### src/rtl/sysbus_pkg.sv
package sysbus_pkg;

    typedef enum logic [2:0] {
        RG_ROM_FIX,
        RG_ROM_BANK,
        RG_VRAM,
        RG_XRAM,
        RG_WRAM
    } region_e;

    typedef struct packed {
        logic active;
    } boot_state_t;

endpackage

### src/rtl/sysbus_region_decode.sv
module sysbus_region_decode
    import sysbus_pkg::*;
#(
    parameter int ADDR_W    = 16,
    parameter int ROM_OFS_W = 14,
    parameter int RAM_OFS_W = 13
) (
    input  logic [ADDR_W-1:0]    addr_i,
    output region_e              region_o,
    output logic [ROM_OFS_W-1:0] ofs_o
);
    localparam int TOP_W = ADDR_W - RAM_OFS_W;

    logic [TOP_W-1:0] top;

    always_comb begin
        top = addr_i[ADDR_W-1 -: TOP_W];
        unique case (top)
            3'd0, 3'd1: region_o = RG_ROM_FIX;
            3'd2, 3'd3: region_o = RG_ROM_BANK;
            3'd4:       region_o = RG_VRAM;
            3'd5:       region_o = RG_XRAM;
            default:    region_o = RG_WRAM;
        endcase
        if (region_o == RG_ROM_FIX || region_o == RG_ROM_BANK) begin
            ofs_o = addr_i[ROM_OFS_W-1:0];
        end else begin
            ofs_o = {{(ROM_OFS_W-RAM_OFS_W){1'b0}}, addr_i[RAM_OFS_W-1:0]};
        end
    end

endmodule

### src/rtl/sysbus_boot_overlay.sv
module sysbus_boot_overlay
    import sysbus_pkg::*;
#(
    parameter int ADDR_W     = 16,
    parameter int BOOT_BYTES = 256,
    parameter int CLEAR_END  = 4096
) (
    input  logic              clk,
    input  logic              rst_n,
    input  logic              rd_i,
    input  logic [ADDR_W-1:0] addr_i,
    output logic              active_o,
    output logic              hit_o
);
    localparam logic [ADDR_W-1:0] BOOT_TOP  = ADDR_W'(BOOT_BYTES);
    localparam logic [ADDR_W-1:0] CLEAR_TOP = ADDR_W'(CLEAR_END);

    boot_state_t state_d, state_q;
    logic        in_boot, in_clear;

    always_comb begin
        in_boot  = addr_i < BOOT_TOP;
        in_clear = (addr_i >= BOOT_TOP) && (addr_i < CLEAR_TOP);
        state_d  = state_q;
        if (state_q.active && rd_i && in_clear) begin
            state_d.active = 1'b0;
        end
        hit_o    = state_q.active && rd_i && in_boot;
        active_o = state_q.active;
    end

    always_ff @(posedge clk or negedge rst_n) begin
        if (!rst_n) begin
            state_q <= '{active: 1'b1};
        end else begin
            state_q <= state_d;
        end
    end

    // a read in the clear window ends the overlay
    a_r2_clear_on_read: assert property (@(posedge clk) disable iff (!rst_n)
        (active_o && rd_i && addr_i >= BOOT_TOP && addr_i < CLEAR_TOP) |=> !active_o);
    // once cleared, never set again before reset
    a_r2_stays_clear: assert property (@(posedge clk) disable iff (!rst_n)
        !active_o |=> !active_o);
    // any other cycle keeps the overlay
    a_r3_keeps_flag: assert property (@(posedge clk) disable iff (!rst_n)
        (active_o && !(rd_i && addr_i >= BOOT_TOP && addr_i < CLEAR_TOP)) |=> active_o);

endmodule

### src/rtl/sysbus_rdata_mux.sv
module sysbus_rdata_mux
    import sysbus_pkg::*;
#(
    parameter int DATA_W = 8
) (
    input  region_e           region_i,
    input  logic              rd_i,
    input  logic              boot_hit_i,
    input  logic              mapper_i,
    input  logic [DATA_W-1:0] boot_i,
    input  logic [DATA_W-1:0] rom_i,
    input  logic [DATA_W-1:0] vram_i,
    input  logic [DATA_W-1:0] wram_i,
    input  logic [DATA_W-1:0] map_ram_i,
    output logic [DATA_W-1:0] rdata_o
);
    always_comb begin
        rdata_o = '0;
        if (rd_i) begin
            unique case (region_i)
                RG_ROM_FIX:  rdata_o = boot_hit_i ? boot_i : rom_i;
                RG_ROM_BANK: rdata_o = rom_i;
                RG_VRAM:     rdata_o = vram_i;
                RG_XRAM:     rdata_o = mapper_i ? map_ram_i : '0;
                RG_WRAM:     rdata_o = wram_i;
                default:     rdata_o = '0;
            endcase
        end
    end

endmodule

### src/rtl/sysbus_decoder.sv
module sysbus_decoder
    import sysbus_pkg::*;
#(
    parameter int ADDR_W     = 16,
    parameter int DATA_W     = 8,
    parameter int ROM_OFS_W  = 14,
    parameter int RAM_OFS_W  = 13,
    parameter int BOOT_BYTES = 256,
    parameter int CLEAR_END  = 4096
) (
    input  logic                 clk,
    input  logic                 rst_n,
    input  logic [ADDR_W-1:0]    cpu_addr,
    input  logic                 cpu_rd,
    input  logic                 cpu_wr,
    input  logic                 cart_has_mapper,
    input  logic                 eram_fitted,
    input  logic [DATA_W-1:0]    boot_rdata,
    input  logic [DATA_W-1:0]    rom_rdata,
    input  logic [DATA_W-1:0]    vram_rdata,
    input  logic [DATA_W-1:0]    wram_rdata,
    input  logic [DATA_W-1:0]    map_ram_rdata,
    output logic [DATA_W-1:0]    cpu_rdata,
    output logic                 boot_active,
    output logic                 boot_cs,
    output logic                 rom_cs,
    output logic                 rom_upper,
    output logic                 vram_cs,
    output logic                 wram_cs,
    output logic                 map_ram_cs,
    output logic                 eram_cs,
    output logic                 map_reg_we,
    output logic                 mem_we,
    output logic [ROM_OFS_W-1:0] local_ofs
);
    region_e region;
    logic    rd_only, access, boot_hit, rom_win;

    assign rd_only = cpu_rd && !cpu_wr;
    assign access  = cpu_rd || cpu_wr;

    sysbus_region_decode #(
        .ADDR_W   (ADDR_W),
        .ROM_OFS_W(ROM_OFS_W),
        .RAM_OFS_W(RAM_OFS_W)
    ) i_decode (
        .addr_i  (cpu_addr),
        .region_o(region),
        .ofs_o   (local_ofs)
    );

    sysbus_boot_overlay #(
        .ADDR_W    (ADDR_W),
        .BOOT_BYTES(BOOT_BYTES),
        .CLEAR_END (CLEAR_END)
    ) i_boot (
        .clk     (clk),
        .rst_n   (rst_n),
        .rd_i    (rd_only),
        .addr_i  (cpu_addr),
        .active_o(boot_active),
        .hit_o   (boot_hit)
    );

    sysbus_rdata_mux #(
        .DATA_W(DATA_W)
    ) i_mux (
        .region_i  (region),
        .rd_i      (rd_only),
        .boot_hit_i(boot_hit),
        .mapper_i  (cart_has_mapper),
        .boot_i    (boot_rdata),
        .rom_i     (rom_rdata),
        .vram_i    (vram_rdata),
        .wram_i    (wram_rdata),
        .map_ram_i (map_ram_rdata),
        .rdata_o   (cpu_rdata)
    );

    always_comb begin
        rom_win    = (region == RG_ROM_FIX) || (region == RG_ROM_BANK);
        boot_cs    = boot_hit;
        rom_cs     = rd_only && rom_win && !boot_hit;
        rom_upper  = rom_cs && (region == RG_ROM_BANK);
        map_reg_we = cpu_wr && rom_win;
        vram_cs    = access && (region == RG_VRAM);
        wram_cs    = access && (region == RG_WRAM);
        map_ram_cs = access && (region == RG_XRAM) && cart_has_mapper;
        eram_cs    = cpu_wr && (region == RG_XRAM) && !cart_has_mapper && eram_fitted;
        mem_we     = cpu_wr && (vram_cs || wram_cs || map_ram_cs || eram_cs);
    end

    // selects and register write are mutually exclusive
    a_r10_one_select: assert property (@(posedge clk) disable iff (!rst_n)
        $onehot0({boot_cs, rom_cs, vram_cs, wram_cs, map_ram_cs, eram_cs, map_reg_we}));
    // idle bus drives nothing
    a_r10_idle_quiet: assert property (@(posedge clk) disable iff (!rst_n)
        (!cpu_rd && !cpu_wr) |-> (cpu_rdata == '0 && !mem_we && !map_reg_we));
    // ROM storage never sees a write
    a_r5_rom_read_only: assert property (@(posedge clk) disable iff (!rst_n)
        cpu_wr |-> (!rom_cs && !boot_cs));
    // no mapper, cartridge RAM reads as zero
    a_r8_xram_zero: assert property (@(posedge clk) disable iff (!rst_n)
        (rd_only && cpu_addr[15:13] == 3'd5 && !cart_has_mapper) |-> cpu_rdata == '0);
    // both work RAM ranges index with the low address bits
    a_r9_mirror_ofs: assert property (@(posedge clk) disable iff (!rst_n)
        wram_cs |-> local_ofs[RAM_OFS_W-1:0] == cpu_addr[RAM_OFS_W-1:0]);
    // boot flag comes out of reset set
    a_r1_boot_after_reset: assert property (@(posedge clk)
        $rose(rst_n) |-> boot_active);

endmodule

### config.mk
export PLATFORM = sky130hd
export DESIGN_NAME = sysbus_decoder
export DESIGN_NICKNAME = d
export VERILOG_FILES = /design/src/rtl/sysbus_pkg.sv /design/src/rtl/sysbus_region_decode.sv /design/src/rtl/sysbus_boot_overlay.sv /design/src/rtl/sysbus_rdata_mux.sv /design/src/rtl/sysbus_decoder.sv
export SDC_FILE = /design/constraint.sdc
export NUM_CORES = 1
export LEC_CHECK = 0
export CORE_MARGIN = 8
export CORE_UTILIZATION = 23
export CTS_CLUSTER_DIAMETER = 40
export DETAILED_ROUTE_END_ITERATION = 8
export PLACE_DENSITY_LB_ADDON = 0.3
export SYNTH_ARGS = -nofsm -noshare
export SYNTH_HDL_FRONTEND = slang
export SYNTH_HIERARCHICAL = 1
export SYNTH_SLANG_ARGS = --single-unit
### constraint.sdc
create_clock -name clk -period 2.2 [get_ports clk]
set_clock_uncertainty 0.2 [all_clocks]
set_input_delay 0.33 -clock clk [delete_from_list [all_inputs] [get_ports clk]]
set_output_delay 0.33 -clock clk [all_outputs]
set_load 0.02 [all_outputs]
==> metrics.md, run 1 <==
| Metric | Value |
|---|---|
| Synth top cells by count | `17 x nand2_1, 14 x buf_4, 7 x a22oi_1, 7 x a31oi_1, 6 x mux2_2` |
| HP Class | `reg -> reg` |
| Layout cell share with drive strength beyond 1 | `0.513` |
| Fin crit share | `1.13` |
| Placed Cells | `225` |
| Die area | `5280 µm²` |
| Post-synth EDFFs | `0` |
| Setup TNS | `-2.06 ns` |
| Routability cong. | `0.892` |
| Port buffer count | `77` |
| Avg WL per Cell | `16.3 µm` |
| Worst-Margin Slew | `0.313 ns` |
| #FFs+latches synth | `1` |
| Worst vdd ir | `0.000197 V` |
| Gr ovfl total | `0` |
| Dpl hpwl | `3.11 mm` |
| Worst EP required | `1.67 ns` |
| Synth top area share | `0.142` |
| Final core occ | `0.611` |
| Final min period | `2.49 ns` |
| Via count | `1102` |
| Initial antenna violation count | `0` |
| Fin. max-slew vios | `0` |
| # setup viols final | `8` |
| Max Cap Viol | `0` |
| Area Overhead vs Synth | `153%` |
| Post-Place Setup Slack | `-1.09 ns` |
| First-pass GRT wire length | `5.75 mm` |
| Vias per Instance | `4.69` |
| Overall routing resource usage | `0.133` |
| Largest register FFs | `1` |
| CP arrival | `1.96 ns` |
| Fmax | `0.401 GHz` |
| Slew headroom | `0.791` |
| Worst-path maximum fanout | `6` |
| Synthesized net count | `165` |
| Post-Synthesis Cells | `103` |
| Skew-Pair Late Insertion Delay | `0 ns` |
| Top Ports | `94` |
| Number of global-route vias before repair | `1219` |
| Die Width | `72.7 µm` |
| Synth area leader | `buf_4` |
| Final #Nets | `255` |
| Synth cell types | `37` |
| Endpoint class of the critical path | `output port` |
| RSZ-0062 raised after global routing | `true` |
| Yosys warns | `6` |
| Synth top area cells | `buf_4 14%, mux2_2 9.2%, nand2_1 8.6%` |
| ANT nets after route | `0` |
| Primary FF master, synth | `dfstp_2` |
| Register area | `26.3 µm²` |
| Leakage power | `0.754 nW` |
| CP startpoint kind | `primary input` |
| Total core area | `3050 µm²` |
| Site Rows | `20` |
| Fin cells | `235` |
| Post-route setup slack | `-0.292 ns` |
| Count leader, synth | `nand2_1` |
| Starting Density | `0.242` |
| Fill count | `268` |
| Area of the multi-input gates | `783 µm²` |
| N_diodes | `0` |
| Ys async rst share | `1.00` |
| Status | `finished, violations left` |
| Critical path class | `in -> out` |
| Post-synthesis cell area | `738 µm²` |
| Final wirelength | `3.84 mm` |
| Final hold violation count | `0` |
| Violated checks | `negative setup slack` |
| Clock slew at reported path FFs | `0 ns` |
| Synthesized area per cell | `7.17 µm²` |
| Largest net degree at the start of global routing | `10` |
| PD cells | `196 nW/µm²` |
| DRT iter0 DRCs | `30` |
| # hold bufs at CTS | `0` |
| Die Y | `72.7 µm` |
| Register area share after synthesis | `0.0356` |
| Drt pass-1 iters | `4` |
| Drt drc | `0` |
report_power, final:
part	internal [mW]	switching, mW	leakage, nW
logic	0.194	0.144	0.743
clock network	0	0	0
registers	0.0259	0.00220	0.0105
total	0.220	0.146	0.754
cell type report:
cell class,instances,area share
repair buffers,106,0.531
multi-input cells,81,0.420
well taps,44,0.0295
flip-flops and latches,1,0.0141
inverters,3,0.00604
cells by family (layout without fill, tap and decap cells):
logic type	after synthesis	count (layout)	synth area share
AOI/OAI and AO/OA	23	23	0.219
and+or+nand+nor	51	51	0.431
buffers and inverters	21	109	0.210
muxes	7	7	0.105
DFF	1	1	0.0356
metal layers:
layer,vias up,GRT usage,wire [µm]
met5,-,0,0
met3,0,0.0536,459
met4,0,0.00444,0
li1,543,-,-
met1,495,0.148,1600
met2,64,0.241,1780
layout by cell type, fill, tap and decap left out, drive strengths merged, types with 2 or more instances in the layout:
cell type	instances
and2	3
nand3	2
nor2b	5
clkdlybuf4s50	50
o21ai	4
nand3b	2
nor2	5
nor4	3
dlygate4sd2	3
mux2	6
nand2	17
and2b	2
a22oi	7
a21oi	2
a31oi	7
buf	48
clkbuf	5
nor3	2
inv	3
critical path: stages:
cell     delay [ns]
buf_8          0.10
nor4_4         0.29
and4_4         0.26
nor2b_4        0.25
buf_6          0.14
mux2_4         0.30
nand2_4        0.06
a31oi_4        0.07
buf_6          0.15
worst paths after layout:
| kind | startpoint | endpoint | slack [ns] | cells after the start |
|---|---|---|---|---|
| worst max-delay path | cpu_addr[12] | cpu_rdata[5] | -0.29 | 9 |
| worst min-delay path | i_boot/active_o | i_boot/active_o | 0.37 | 3 |
| worst max register to register | i_boot/active_o | i_boot/active_o | 1.13 | 3 |
| worst min register to register | i_boot/active_o | i_boot/active_o | 0.37 | 3 |
| max in group asynchronous | rst_n | i_boot/active_o | 1.33 | 1 |
| min in group asynchronous | rst_n | i_boot/active_o | 0.45 | 1 |
through the flow:
| stage | power (mW) | instance area, µm² | hold slack (ns) |
|---|---|---|---|
| 2_1_floorplan | 0.187 | 911 | -0.0178 |
| 3_3_place_gp | 0.350 | 1740 | 0.371 |
| 3_5_place_dp | 0.354 | 1740 | 0.373 |
| 4_1_cts | 0.359 | 1820 | 0.374 |
| 5_1_grt | 0.386 | 1870 | 0.394 |
| 6_report | 0.366 | 1870 | 0.372 |
timing repair:
| item | CTS | global route |
|---|---|---|
| pin swaps | 9 | 7 |
| setup endpoints to repair | 18 | 15 |
| gates resized for setup | 116 | 28 |
| buffers inserted | 7 | 3 |
Note: power is estimated with default switching activity, not from simulation.
==> inputs of run 2 (changes only) <==
- ABC_CLOCK_PERIOD_IN_PS: unset -> 2200
- CTS_CLUSTER_SIZE: unset -> 40
- SETUP_SLACK_MARGIN: unset -> 0.05
==> run 2 against run 1 <==
  * Sequential power barely moved
  * Routed wire length rose by 0.52%
  * First-iteration DRC count rose by 10%
  * Via count fell by 0.27%
  * Largest power group unchanged
  * Flip-flop and latch count did not move
  * Final cell count did not move
  * Critical path depth did not move
  * Highest routed layer unchanged
  * Sequential share of layout area barely moved
  * Register-to-register slack barely moved
  * Core utilization rose by 0.45 points
  * Fmax fell by 0.21%
  * Worst setup slack got worse by 0.0052 ns
  * Critical path type unchanged
  * The run still ends with negative setup slack left
==> metrics.md, run 2 (synthesis gave the netlist of run 1 again) <==
| Metric | Value |
|---|---|
| Die area | `5280 µm²` |
| HP Class | `reg -> reg` |
| Avg WL per Cell | `16.4 µm` |
| Total core area | `3050 µm²` |
| Post-Place Setup Slack | `-1.09 ns` |
| Slew headroom | `0.791` |
| ANT nets after route | `0` |
| Layout cell share with drive strength beyond 1 | `0.513` |
| Internal power | `222 µW` |
| First-pass GRT wire length | `5.73 mm` |
| Port buffer count | `77` |
| Fill count | `267` |
| Die Width | `72.7 µm` |
| Worst-Margin Slew | `0.313 ns` |
| Most common cell after layout, fill and taps aside | `clkdlybuf4s50_1` |
| Placed Cells | `225` |
| Final hold violation count | `0` |
| DP Area | `1740 µm²` |
| Worst EP required | `1.67 ns` |
| # setup viols final | `8` |
| DRT iter0 DRCs | `33` |
| Commonest cells after routing, fill and taps aside | `50 x clkdlybuf4s50_1, 24 x buf_4, 19 x buf_6` |
| Worst vdd ir | `0.000197 V` |
| Drt drc | `0` |
| Critical path class | `in -> out` |
| Routability cong. | `0.892` |
| Final min period | `2.50 ns` |
| Site Rows | `20` |
| Final #Nets | `255` |
| Largest net degree at the start of global routing | `10` |
| Post-route setup slack | `-0.297 ns` |
| Number of global-route vias before repair | `1214` |
| NetSw | `146 µW` |
| N_diodes | `0` |
| Final Cell Area | `1880 µm²` |
| Violated checks | `negative setup slack` |
| Die Y | `72.7 µm` |
| Fin cells | `235` |
| Final wirelength | `3.86 mm` |
| Top Ports | `94` |
| Via count | `1099` |
| Gr ovfl total | `0` |
| Status | `finished, violations left` |
| Register share of total power | `0.076` |
| Largest register FFs | `1` |
| Comb pwr share | `0.924` |
| Drt pass-1 iters | `4` |
| Leakage power | `0.755 nW` |
| Worst hold slack | `0.370 ns` |
| Fmax | `0.400 GHz` |
| # hold bufs at CTS | `0` |
| Skew-Pair Late Insertion Delay | `0 ns` |
| Sw Share | `0.397` |
| Clock group share of total power | `0` |
| Dpl hpwl | `3.11 mm` |
| Fin. max-slew vios | `0` |
| Max Cap Viol | `0` |
| Vias per Instance | `4.68` |
| Clock slew at reported path FFs | `0 ns` |
| Worst-path maximum fanout | `6` |
| Fin crit share | `1.14` |
| Initial antenna violation count | `0` |
| Starting Density | `0.242` |
| Overall routing resource usage | `0.132` |
| Endpoint class of the critical path | `output port` |
| CP startpoint kind | `primary input` |
| CP arrival | `1.97 ns` |
| RSZ-0062 raised after global routing | `true` |
| Area Overhead vs Synth | `155%` |
| PD cells | `196 nW/µm²` |
==> run 2: cell types whose count changed in the layout (fill, tap and decap cells not counted), sizes merged <==
cell | previous run | this run
clkdlybuf4s15 | 0 | 2
clkbuf | 5 | 0
buf | 48 | 52
dlygate4sd2 | 3 | 2
==> run 2: cell type report <==
class                      count  area [µm²]  area share
timing repair buffer         106        1000       0.534
multi-input combinational     81         783       0.417
tap                           44        55.1      0.0293
sequential                     1        26.3      0.0140
inverter                       3        11.3     0.00599
==> run 2: what timing repair did <==
action	in CTS	in global routing
setup buffers	7	3
pin swaps	9	8
gates resized for setup	127	24
setup endpoints to repair	18	13
==> run 2: stage by stage <==
stage / setup TNS (ns) / util / power (mW)
after CTS: -1.72 / 0.595 / 0.360
after detailed placement: -14.88 / 0.568 / 0.354
after floorplan: -0.0534 / - / 0.187
after global routing: -2.51 / 0.616 / 0.388
final: -2.11 / 0.616 / 0.368
after global placement: -14.27 / 0.568 / 0.350
==> run 2: worst max-delay path, cell delays in order <==
cell and delay (ns):
buf_8 0.10, nor4_4 0.29, and4_4 0.27, nor2b_4 0.25, buf_6 0.14, mux2_4 0.30
nand2_4 0.06, a31oi_4 0.07, buf_6 0.15
==> run 2: metal layers <==
layer,share of wire,wire (µm),track usage,vias to the layer above
met3,0.12,465,0.0536,0
met4,0,0,0.00444,0
met2,0.45,1760,0.239,64
met5,0,0,0,-
met1,0.42,1640,0.148,492
li1,-,-,-,543
==> run 2: power groups by stage <==
stage	Combinational (mW)	Sequential, mW	Clock, mW
4_1_cts	0.332	0.0281	0
3_5_place_dp	0.325	0.0281	0
5_1_grt	0.360	0.0284	0
6_report	0.340	0.0281	0
2_1_floorplan	0.153	0.0345	0
3_3_place_gp	0.322	0.0282	0
==> run 2: path summary, 6_finish.rpt <==
check,slack [ns],endpoint,cells after the start,from
worst max register to register,1.13,i_boot/active_o,3,i_boot/active_o
min in group asynchronous,0.45,i_boot/active_o,1,rst_n
worst min register to register,0.37,i_boot/active_o,3,i_boot/active_o
worst min-delay path,0.37,i_boot/active_o,3,i_boot/active_o
max in group asynchronous,1.33,i_boot/active_o,1,rst_n
worst max-delay path,-0.30,cpu_rdata[5],9,cpu_addr[12]
==> inputs of run 3 (changes only) <==
- CORE_ASPECT_RATIO: unset -> 1.25
==> run 3 against run 2 <==
  * Hold slack got worse by 0.015 ns
  * Critical path depth did not move
  * Flip-flop and latch count is the same
  * Largest cell class unchanged
  * The flow still finishes with violations (negative setup slack)
  * Register-to-register slack better by 0.03 ns
  * Sequential share of layout area up 0.061 points
==> metrics.md, run 3 (synthesis gave the netlist of run 1 again) <==
| Metric | Value |
|---|---|
| Routability cong. | `0.851` |
| Drt pass-1 iters | `4` |
| Worst hold slack | `0.355 ns` |
| Vias per Instance | `4.84` |
| Starting Density | `0.235` |
| Violated checks | `negative setup slack` |
| Stages on worst setup path | `9` |
| CP startpoint kind | `primary input` |
| Drt drc | `0` |
| Max Cap Viol | `0` |
| Worst-path maximum fanout | `4` |
| Clock slew at reported path FFs | `0 ns` |
| CP top delay family | `simple AND/OR/NAND/NOR gates` |
| Port buffer count | `77` |
| Via count | `1070` |
| Gr ovfl total | `0` |
| Final wirelength | `3.77 mm` |
| Worst-Margin Slew | `0.308 ns` |
| Number of global-route vias before repair | `1245` |
| R2R depth | `3` |
| Final min period | `2.38 ns` |
| Fin. max-slew vios | `0` |
| Endpoint class of the critical path | `output port` |
| Reg2Reg Setup Slack | `1.16 ns` |
| Top Ports | `94` |
| RSZ-0062 raised after global routing | `true` |
| First-pass GRT wire length | `5.99 mm` |
| Crit-path most repeated cell | `buf_6` |
| Critical path class | `in -> out` |
| DRT iter0 DRCs | `38` |
| CP arrival | `1.85 ns` |
| Largest register FFs | `1` |
| Most common cell after layout, fill and taps aside | `clkdlybuf4s50_1` |
| Avg WL per Cell | `17.0 µm` |
| HP Class | `reg -> reg` |
| Post-route setup slack | `-0.176 ns` |
| Crit path cell chain | `buf_6 > nor4_4 > and4_4 > nor2b_4 > buf_6 > mux2_4 > nand2_4 > a31oi_4 > buf_6` |
| Fmax | `0.421 GHz` |
| Status | `finished, violations left` |
| Total core area | `3140 µm²` |
| CP bufs+invs | `3` |
| Worst flop-to-flop path endpoint | `i_boot/active_o` |
| Die Y | `79.3 µm` |
| # hold bufs at CTS | `0` |
| Die area | `5290 µm²` |
| Die Width | `66.7 µm` |
| Largest net degree at the start of global routing | `10` |
| FF-to-FF Start | `i_boot/active_o` |
| Dpl hpwl | `3.24 mm` |
| PD cells | `203 nW/µm²` |
| Critical path's slowest cell | `mux2_4` |
| Area Overhead vs Synth | `144%` |
| Final hold violation count | `0` |
| Final core occ | `0.574` |
| Final #Nets | `248` |
| Fin crit share | `1.08` |
| Initial antenna violation count | `0` |
| Slew headroom | `0.795` |
| Site Rows | `23` |
| Crit path largest cell delay | `0.31 ns` |
| Leakage power | `0.727 nW` |
| ANT nets after route | `0` |
| # setup viols final | `8` |
| N_diodes | `0` |
| Worst EP required | `1.67 ns` |
| Layout cell share with drive strength beyond 1 | `0.473` |
| Overall routing resource usage | `0.138` |
| CP Capture Point | `cpu_rdata[2]` |
| Worst vdd ir | `0.000165 V` |
| Commonest cells after routing, fill and taps aside | `50 x clkdlybuf4s50_1, 22 x buf_4, 12 x buf_6` |
| Skew-Pair Late Insertion Delay | `0 ns` |
| Worst Setup SP | `cpu_addr[13]` |
## run 3: worst min-delay path: cells and delay by family (launching register included)
family	cells	cell delay, ns
flops	1	0.35
buf+inv	2	0.16
compound gates	1	0.03
## run 3: how the worst min path moves through the flow
stage,startpoint,to,depth (start not counted)
global route,i_boot/active_o,i_boot/active_o,3
global placement,i_boot/active_o,i_boot/active_o,3
finish,i_boot/active_o,i_boot/active_o,3
detailed placement,i_boot/active_o,i_boot/active_o,3
floorplan,rst_n,i_boot/active_o,0
CTS,i_boot/active_o,i_boot/active_o,3
## run 3: stage by stage
| step | setup TNS [ns] | worst slack, ns | instances | total power [mW] | area [µm²] |
|---|---|---|---|---|---|
| floorplan | -0.0534 | -0.00881 | 103 | 0.187 | 911 |
| global placement | -14.33 | -1.05 | 218 | 0.351 | 1730 |
| global route | -1.55 | -0.239 | 221 | 0.389 | 1800 |
| detailed placement | -14.82 | -1.10 | 218 | 0.353 | 1730 |
| CTS | -1.22 | -0.179 | 221 | 0.362 | 1790 |
| finish | -1.07 | -0.176 | 221 | 0.365 | 1800 |
## run 3: what timing repair did
item                       4_1_cts  5_1_grt
setup endpoints to repair       18       14
pin swaps                       12        5
setup buffers                    3        0
gates resized for setup        123       18
## run 3: final cells by class
cell class / count / area [µm²]
Fill cell: 290 / 1340
Timing Repair Buffer: 99 / 930
Multi-Input combinational cell: 81 / 787
Tap cell: 37 / 46.3
Sequential cell: 1 / 26.3
Inverter: 3 / 11.3
## run 3: per-layer routing
| layer | routed length (µm) | up-vias | global-route usage |
|---|---|---|---|
| met3 | 570 | 2 | 0.0577 |
| li1 | - | 524 | - |
| met1 | 1430 | 468 | 0.152 |
| met5 | 0 | - | 0 |
| met2 | 1770 | 76 | 0.248 |
| met4 | 4 | 0 | 0.00214 |
## run 3: power by group
part | switching, mW | internal, mW
Sequential | 0.00216 | 0.0259
Combinational | 0.142 | 0.194
Clock | 0 | 0
Total | 0.145 | 0.220
